### src/rtl/agu_pkg.sv
package agu_pkg;

    typedef enum logic [2:0] {
        AM_IND    = 3'd0,
        AM_IDX    = 3'd1,
        AM_PINC   = 3'd2,
        AM_PDEC   = 3'd3,
        AM_PADD   = 3'd4,
        AM_PSUB   = 3'd5,
        AM_PREDEC = 3'd6,
        AM_RSVD   = 3'd7
    } agu_mode_e;

    typedef enum logic [1:0] {
        BANK_PTR  = 2'd0,
        BANK_OFF  = 2'd1,
        BANK_MOD  = 2'd2,
        BANK_NONE = 2'd3
    } agu_bank_e;

    typedef enum logic [1:0] {
        ARITH_LIN,
        ARITH_MOD,
        ARITH_REV
    } agu_arith_e;

endpackage

### src/rtl/agu_bank.sv
module agu_bank #(
    parameter int          N       = 8,
    parameter int          W       = 16,
    parameter logic [W-1:0] RST_VAL = '0,
    localparam int         IW      = $clog2(N)
) (
    input  logic                clk,
    input  logic                rst_n,
    input  logic                wr_en,
    input  logic [IW-1:0]       wr_idx,
    input  logic [W-1:0]        wr_data,
    input  logic                upd_en,
    input  logic [IW-1:0]       upd_idx,
    input  logic [W-1:0]        upd_data,
    output logic [N-1:0][W-1:0] q
);

    for (genvar i = 0; i < N; i++) begin : g_reg
        always_ff @(posedge clk) begin
            if (!rst_n) begin
                q[i] <= RST_VAL;
            end else if (wr_en && wr_idx == IW'(i)) begin
                q[i] <= wr_data;
            end else if (upd_en && upd_idx == IW'(i)) begin
                q[i] <= upd_data;
            end
        end

        // An explicit write always lands, even with a concurrent update
        assert_write_wins_R12: assert property (@(posedge clk) disable iff (!rst_n)
            (wr_en && wr_idx == IW'(i)) |=> (q[i] == $past(wr_data)));
    end

endmodule

### src/rtl/agu_decode.sv
module agu_decode
    import agu_pkg::*;
(
    input  agu_mode_e mode,
    output logic      use_off,
    output logic      sub,
    output logic      pre_upd,
    output logic      addr_idx,
    output logic      wb
);

    always_comb begin
        use_off  = 1'b0;
        sub      = 1'b0;
        pre_upd  = 1'b0;
        addr_idx = 1'b0;
        wb       = 1'b0;
        unique case (mode)
            AM_IND:    ;
            AM_IDX:    addr_idx = 1'b1;
            AM_PINC:   wb = 1'b1;
            AM_PDEC:   begin wb = 1'b1; sub = 1'b1; end
            AM_PADD:   begin wb = 1'b1; use_off = 1'b1; end
            AM_PSUB:   begin wb = 1'b1; use_off = 1'b1; sub = 1'b1; end
            AM_PREDEC: begin wb = 1'b1; sub = 1'b1; pre_upd = 1'b1; end
            AM_RSVD:   ;
        endcase
    end

endmodule

### src/rtl/agu_arith.sv
module agu_arith
    import agu_pkg::*;
#(
    parameter int W = 16
) (
    input  logic [W-1:0] ptr,
    input  logic [W-1:0] step,
    input  logic [W-1:0] modv,
    input  logic [W-1:0] span,
    input  logic         sub,
    output logic [W-1:0] res
);

    agu_arith_e kind;
    logic [W-1:0] rp, rs, rsum;
    logic [W:0]   off, len, t;

    always_comb begin
        if (&modv)             kind = ARITH_LIN;
        else if (modv == '0)   kind = ARITH_REV;
        else                   kind = ARITH_MOD;

        for (int b = 0; b < W; b++) begin
            rp[b] = ptr[W-1-b];
            rs[b] = step[W-1-b];
        end
        rsum = sub ? (rp - rs) : (rp + rs);

        off = {1'b0, ptr & span};
        len = {1'b0, modv} + 1'b1;
        t   = '0;
        res = ptr;

        unique case (kind)
            ARITH_LIN: res = sub ? (ptr - step) : (ptr + step);
            ARITH_REV: begin
                for (int b = 0; b < W; b++) res[b] = rsum[W-1-b];
            end
            ARITH_MOD: begin
                if (!sub) begin
                    t = off + {1'b0, step};
                    if (t > {1'b0, modv}) t = t - len;
                end else begin
                    t = off - {1'b0, step};
                    if (t[W]) t = t + len;
                end
                res = (ptr & ~span) | t[W-1:0];
            end
            default: res = ptr;
        endcase
    end

endmodule

### src/rtl/dsp_agu.sv
module dsp_agu
    import agu_pkg::*;
#(
    parameter int NREG = 8,
    parameter int AW   = 16,
    localparam int IW   = $clog2(NREG),
    localparam int LOGW = $clog2(AW)
) (
    input  logic          clk,
    input  logic          rst_n,
    input  logic          req_valid,
    input  logic [IW-1:0] req_sel,
    input  logic [2:0]    req_mode,
    input  logic          wr_en,
    input  logic [1:0]    wr_bank,
    input  logic [IW-1:0] wr_sel,
    input  logic [AW-1:0] wr_data,
    output logic [AW-1:0] ea,
    output logic          ea_valid
);

    logic [NREG-1:0][AW-1:0] ptr_q, off_q, mod_q;
    logic [AW-1:0] cur_r, cur_n, cur_m, span;
    logic [AW-1:0] upd_res, idx_res, step, addr;
    logic use_off, sub, pre_upd, addr_idx, wb;
    logic upd_en, wr_hit;

    assign cur_r = ptr_q[req_sel];
    assign cur_n = off_q[req_sel];
    assign cur_m = mod_q[req_sel];

    // Fill every bit below the top set bit of the modifier
    always_comb begin
        span = cur_m;
        for (int i = 0; i < LOGW; i++) span = span | (span >> (1 << i));
    end

    agu_decode u_dec (
        .mode    (agu_mode_e'(req_mode)),
        .use_off (use_off),
        .sub     (sub),
        .pre_upd (pre_upd),
        .addr_idx(addr_idx),
        .wb      (wb)
    );

    assign step = use_off ? cur_n : AW'(1);

    agu_arith #(.W(AW)) u_upd (
        .ptr(cur_r), .step(step), .modv(cur_m), .span(span), .sub(sub), .res(upd_res)
    );

    agu_arith #(.W(AW)) u_idx (
        .ptr(cur_r), .step(cur_n), .modv(cur_m), .span(span), .sub(1'b0), .res(idx_res)
    );

    always_comb begin
        if (pre_upd)       addr = upd_res;
        else if (addr_idx) addr = idx_res;
        else               addr = cur_r;
    end

    assign upd_en = req_valid && wb;
    assign wr_hit = wr_en && (wr_bank == BANK_PTR) && (wr_sel == req_sel);

    agu_bank #(.N(NREG), .W(AW), .RST_VAL('0)) u_ptr (
        .clk(clk), .rst_n(rst_n),
        .wr_en(wr_en && wr_bank == BANK_PTR), .wr_idx(wr_sel), .wr_data(wr_data),
        .upd_en(upd_en), .upd_idx(req_sel), .upd_data(upd_res),
        .q(ptr_q)
    );

    agu_bank #(.N(NREG), .W(AW), .RST_VAL('0)) u_off (
        .clk(clk), .rst_n(rst_n),
        .wr_en(wr_en && wr_bank == BANK_OFF), .wr_idx(wr_sel), .wr_data(wr_data),
        .upd_en(1'b0), .upd_idx('0), .upd_data('0),
        .q(off_q)
    );

    agu_bank #(.N(NREG), .W(AW), .RST_VAL('1)) u_mod (
        .clk(clk), .rst_n(rst_n),
        .wr_en(wr_en && wr_bank == BANK_MOD), .wr_idx(wr_sel), .wr_data(wr_data),
        .upd_en(1'b0), .upd_idx('0), .upd_data('0),
        .q(mod_q)
    );

    always_ff @(posedge clk) begin
        if (!rst_n) begin
            ea       <= '0;
            ea_valid <= 1'b0;
        end else begin
            ea       <= req_valid ? addr : ea;
            ea_valid <= req_valid;
        end
    end

    assert_valid_rise_R2: assert property (@(posedge clk) disable iff (!rst_n)
        req_valid |=> ea_valid);
    assert_valid_fall_R2: assert property (@(posedge clk) disable iff (!rst_n)
        !req_valid |=> !ea_valid);

    assert_ptr_hold_R3: assert property (@(posedge clk) disable iff (!rst_n)
        (req_valid && (req_mode == 3'd0 || req_mode == 3'd1 || req_mode == 3'd7) && !wr_hit)
        |=> (ptr_q[$past(req_sel)] == $past(cur_r)));

    assert_linear_inc_R8: assert property (@(posedge clk) disable iff (!rst_n)
        (req_valid && req_mode == 3'd2 && (&cur_m) && !wr_hit)
        |=> (ptr_q[$past(req_sel)] == $past(cur_r) + AW'(1)));

    assert_window_R9: assert property (@(posedge clk) disable iff (!rst_n)
        (req_valid && wb && !wr_hit && !(&cur_m) && (cur_m != '0)
         && ((cur_r & span) <= cur_m) && ({1'b0, cur_n} <= {1'b0, cur_m} + 1'b1))
        |=> (((ptr_q[$past(req_sel)] & ~$past(span)) == ($past(cur_r) & ~$past(span)))
             && ((ptr_q[$past(req_sel)] & $past(span)) <= $past(cur_m))));

endmodule

### config.mk
export PLATFORM = sky130hd
export DESIGN_NAME = dsp_agu
export DESIGN_NICKNAME = d
export VERILOG_FILES = /design/src/rtl/agu_pkg.sv /design/src/rtl/agu_bank.sv /design/src/rtl/agu_decode.sv /design/src/rtl/agu_arith.sv /design/src/rtl/dsp_agu.sv
export SDC_FILE = /design/constraint.sdc
export NUM_CORES = 2
export LEC_CHECK = 0
export CAP_MARGIN = 10
export CORE_ASPECT_RATIO = 1.75
export CORE_UTILIZATION = 35
export DETAILED_ROUTE_END_ITERATION = 6
export GPL_TIMING_DRIVEN = 0
export PLACE_DENSITY = 0.59
export REMOVE_ABC_BUFFERS = 1
export SYNTH_ARGS = -nofsm -noshare
export SYNTH_HDL_FRONTEND = slang
export SYNTH_SLANG_ARGS = --single-unit
### constraint.sdc
create_clock -name clk -period 13.6 [get_ports clk]
set_input_delay 2.04 -clock clk [delete_from_list [all_inputs] [get_ports clk]]
set_output_delay 2.04 -clock clk [all_outputs]
set_load 0.005 [all_outputs]
==> results_dict.tcl <==
set metrics [dict create \
    worstSetupStartpointType "input pin" \
    yosys_warnings 0 \
    std_cell_rows 138 \
    share_comb_of_total_power_pct 33.2 \
    power.share.switching_pct 36.7 \
    drt-total-wl_um 121000 \
    timing.reg2reg.setup_slack_ns 3.68 \
    hold_path_startpoint "u_off.q[48]$_SDFFE_PN0P_" \
    crit_buf_inv 4 \
    post_synth_num_cell_types 101 \
    port_buffers 47 \
    cp.depth 27 \
    static-leakage-power_nw 12.4 \
    drt_pre_antenna_iters 5 \
    via_count_of_the_first_global_routing_pass 27158 \
    outcome "completed" \
    fmax_mhz 82.4 \
    grt_pass1_wl_um 176000 \
    layout_min_cycle_time_ns 12.13 \
    io_pins 48 \
    ctsResizeCount 0 \
    share_of_async_settable_or_async_resettable_flops_after_synthesis_pct 0 \
    final.setup_skew_ns 0.0490 \
    hold-path-endpoint "u_off.q[48]$_SDFFE_PN0P_" \
    fp.dieArea_mm2 0.0825 \
    cap_violations 0 \
    postSynthCellCount 3735 \
    deepest_clock_path_buffer_count 3 \
    vias 28204 \
    layout.cells.non_filler 4709 \
    grt_setup_unrepaired "false" \
    number_of_enable_type_register_cells_in_the_synthesized_netlist 0 \
    cpMaxStageDelayCell "sky130_fd_sc_hd__or4_1" \
    peakVddDrop_mv 0.0907 \
    route.antenna.remaining_nets 0 \
    cp_max_fo 48 \
    regToRegStartpoint "u_mod.q[61]$_SDFFE_PN1P_" \
    ys_ff_latch 401 \
    seq_area_frac_synth_pct 28.2 \
    pin_count_of_the_biggest_net_entering_global_routing 157 \
    post_route_cells_drive_above_1_share_pct 7.87 \
    critical-path-top-delay-family "compound AO/OA/AOI/OAI gates" \
    dieHeight_um 379 \
    power.density_mw_per_mm2 111 \
    psw_mw 1.27 \
    via_per_inst 5.99 \
    cts_tree "built" \
    dominantRegCellSynth "sky130_fd_sc_hd__dfxtp_1" \
    hold_path.class "register to register" \
    clock_sink_count 401 \
    internal_cell_power_mw 2.19 \
    grt_antenna_before_repair 3 \
    arrival_time_worst_endpoint_ns 12.60 \
    final_count_of_pins_violating_max_slew 0 \
    post_cts_hold_buffer_count 0 \
    final_core_utilization_pct 38.6 \
    die-width_um 218 \
    cp_common_cell "sky130_fd_sc_hd__a21oi_1" \
    gp_congestion 1.05 \
    nNetsFinal 3851 \
    yosysTopAreaCellShare_pct 28.2 \
    cts.root.buffer_cell "sky130_fd_sc_hd__clkbuf_16" \
    yosysTopAreaCell "sky130_fd_sc_hd__dfxtp_1" \
    report.final.hold_viol_count 0 \
    fillers 8326 \
    initial_utilization_pct 35.3 \
    synthesis.area_per_instance_um2 7.62 \
    final_min_period_over_clock_period_pct 89.2 \
    htree_levels 2 \
    final.hold.worst_slack_ns 0.454 \
    syn-cell-area_mm2 0.0285 \
    cts-buffers-inserted 37 \
    slew-limit-headroom_pct 6.57 \
    rr_worst_depth 25 \
    worst_pin_slew_ns 1.36 \
    timing.hold.worst_path_depth 2 \
    synth_most_common_cell "sky130_fd_sc_hd__nand2_1" \
    route.detailed.wl_per_inst_um 25.7 \
    synth.cells.most_frequent "772 x sky130_fd_sc_hd__nand2_1, 401 x sky130_fd_sc_hd__dfxtp_1, 356 x sky130_fd_sc_hd__nor2_1" \
    netlist_top_cells_area "sky130_fd_sc_hd__dfxtp_1 28%, sky130_fd_sc_hd__nand2_1 10%, sky130_fd_sc_hd__ha_1 7.7%, sky130_fd_sc_hd__a21oi_1 5.4%, sky130_fd_sc_hd__mux4_2 5.2%" \
    area_growth_pct 9.34 \
    overflow 0 \
    clk-insertion-delay-late_ns 0.59 \
    proportion_of_power_drawn_by_flip_flops_and_latches_pct 35.0 \
    timing_worst_setup_path_type "input pin to register" \
    dp_hpwl_um 90400 \
    drc_errors 0 \
    setup_viol 0 \
    worst-endpoint-required_ns 14.07 \
    grt_use_total_pct 28.8 \
    coreArea_mm2 0.0806 \
    clkSlewWorstSetupHoldPaths_ns 0.07 \
    post-cts-setup-buffers 0 \
    critical_path.reg2reg.endpoint "u_ptr.q[107]$_SDFFE_PN0P_" \
    share_clk_of_total_power_pct 31.7 \
    place.detailed.instances 4638 \
    critical_path.endpoint_type "register" \
    drtIter0Drc 2558 \
    cp_slowest_stage_delay_ns 1.00 \
]
## power by group through the flow
stage,Sequential [mW],Clock (mW),Combinational (mW)
CTS,1.21,1.11,1.11
detailed placement,1.24,0,1.10
finish,1.21,1.10,1.15
floorplan,1.23,0,0.696
global route,1.21,1.15,1.22
global placement,1.24,0,1.09
## area by class of cell
cell class,instances,area [µm²],share of cell area (%)
Inverter,97,372,1.19
Clock buffer,46,1000,3.21
Antenna cell,1,2.50,0.00804
Clock inverter,16,196,0.631
Multi-Input combinational cell,3005,19100,61.3
Timing Repair Buffer,93,1120,3.61
Tap cell,1050,1310,4.22
Sequential cell,401,8030,25.8
## metrics by stage
| stage | power, mW | cell area (µm²) | TNS [ns] | setup slack [ns] |
|---|---|---|---|---|
| after detailed placement | 2.34 | 29800 | 0 | 0.975 |
| after floorplan | 1.93 | 27400 | 0 | 4.07 |
| after CTS | 3.43 | 31000 | 0 | 1.51 |
| after global placement | 2.33 | 29200 | -1068.17 | -5.90 |
| after global routing | 3.59 | 31100 | 0 | 1.20 |
| final | 3.46 | 31100 | 0 | 1.47 |
## layer usage
layer / track usage (%) / vias up / wire length, µm
met2: 51.1 / 1150 / 60000
met4: 25.6 / 2 / 12500
met5: 0 / - / 14
met1: 29.6 / 13584 / 42300
met3: 3.46 / 433 / 6300
li1: - / 13035 / -
## cells in the final DEF (no fill, tap or decap), types with 19 or more instances in the layout
master	netlist	routed
sky130_fd_sc_hd__clkbuf_16	0	38
sky130_fd_sc_hd__nand2_1	772	772
sky130_fd_sc_hd__a21oi_1	309	307
sky130_fd_sc_hd__o21ai_0	145	145
sky130_fd_sc_hd__inv_1	90	89
sky130_fd_sc_hd__nor2b_1	26	26
sky130_fd_sc_hd__xnor2_1	104	104
sky130_fd_sc_hd__or3_1	32	32
sky130_fd_sc_hd__ha_1	175	175
sky130_fd_sc_hd__buf_4	3	21
sky130_fd_sc_hd__o32ai_1	43	43
sky130_fd_sc_hd__o22ai_1	24	24
sky130_fd_sc_hd__nand3_1	190	190
sky130_fd_sc_hd__dfxtp_1	401	401
sky130_fd_sc_hd__and2_1	25	25
sky130_fd_sc_hd__nor3_1	89	86
sky130_fd_sc_hd__o211ai_1	27	27
sky130_fd_sc_hd__mux2_2	22	22
sky130_fd_sc_hd__mux2i_1	65	64
sky130_fd_sc_hd__a22oi_1	23	23
sky130_fd_sc_hd__nand2b_1	26	26
sky130_fd_sc_hd__xor2_1	33	33
sky130_fd_sc_hd__a31oi_1	43	43
sky130_fd_sc_hd__o21a_1	24	24
sky130_fd_sc_hd__nor2_1	356	348
sky130_fd_sc_hd__or2_2	19	19
sky130_fd_sc_hd__a211oi_1	40	38
sky130_fd_sc_hd__nor4_1	26	25
sky130_fd_sc_hd__clkdlybuf4s50_1	0	43
sky130_fd_sc_hd__mux4_2	66	66
sky130_fd_sc_hd__a21o_1	48	48
## flip-flops by register name, indices dropped and copies added (netlist names)
register,flops
u_ptr.q,128
u_off.q,128
ea,16
u_mod.q,128
ea_valid,1
## how the worst max path moves through the flow
stage                          start                         to  slack [ns]
final                     req_sel[2]  u_ptr.q[107]$_SDFFE_PN0P_        1.47
after CTS                 req_sel[2]   u_ptr.q[75]$_SDFFE_PN0P_        1.51
after global placement    req_sel[1]        ea[14]$_SDFFE_PN0P_       -5.90
after global routing      req_sel[2]   u_ptr.q[95]$_SDFFE_PN0P_        1.20
after floorplan           req_sel[2]        ea[11]$_SDFFE_PN0P_        4.07
after detailed placement  req_sel[2]   u_ptr.q[75]$_SDFFE_PN0P_        0.98
## kinds of logic (layout without fill, tap and decap cells)
family | Yosys count | in the layout | share of synthesized area [%]
xor+xnor | 138 | 138 | 4.27
simple gates | 1638 | 1638 | 25.3
buf+inv | 329 | 252 | 5.01
mux | 163 | 163 | 8.86
flops | 401 | 401 | 28.2
compound gates | 881 | 881 | 19.9
other cells | 0 | 1 | 0
fa+ha+maj | 185 | 185 | 8.39
## worst reg2reg max path: stages, from the launching register on
cell                       delay [ns]
sky130_fd_sc_hd__dfxtp_1         0.31
sky130_fd_sc_hd__mux4_2          0.52
sky130_fd_sc_hd__mux2i_2         0.69
sky130_fd_sc_hd__o211ai_1        0.53
sky130_fd_sc_hd__nand2b_1        0.51
sky130_fd_sc_hd__or4_1           1.01
sky130_fd_sc_hd__nand2_1         0.26
sky130_fd_sc_hd__inv_1           0.09
sky130_fd_sc_hd__ha_1            0.23
sky130_fd_sc_hd__nor2b_1         0.16
sky130_fd_sc_hd__o311ai_0        0.59
sky130_fd_sc_hd__a211o_1         0.39
sky130_fd_sc_hd__o211ai_1        0.26
sky130_fd_sc_hd__a31oi_1         0.23
sky130_fd_sc_hd__o21bai_1        0.09
sky130_fd_sc_hd__xnor2_1         0.28
sky130_fd_sc_hd__ha_1            0.38
sky130_fd_sc_hd__a21oi_1         0.46
sky130_fd_sc_hd__nand4b_1        0.24
sky130_fd_sc_hd__a21oi_1         0.65
sky130_fd_sc_hd__buf_4           0.30
sky130_fd_sc_hd__and2_1          0.14
sky130_fd_sc_hd__o22ai_1         0.12
sky130_fd_sc_hd__o21ai_1         0.96
sky130_fd_sc_hd__o21ai_0         0.26
sky130_fd_sc_hd__a21oi_1         0.19
(Power assumes the default switching activity.)
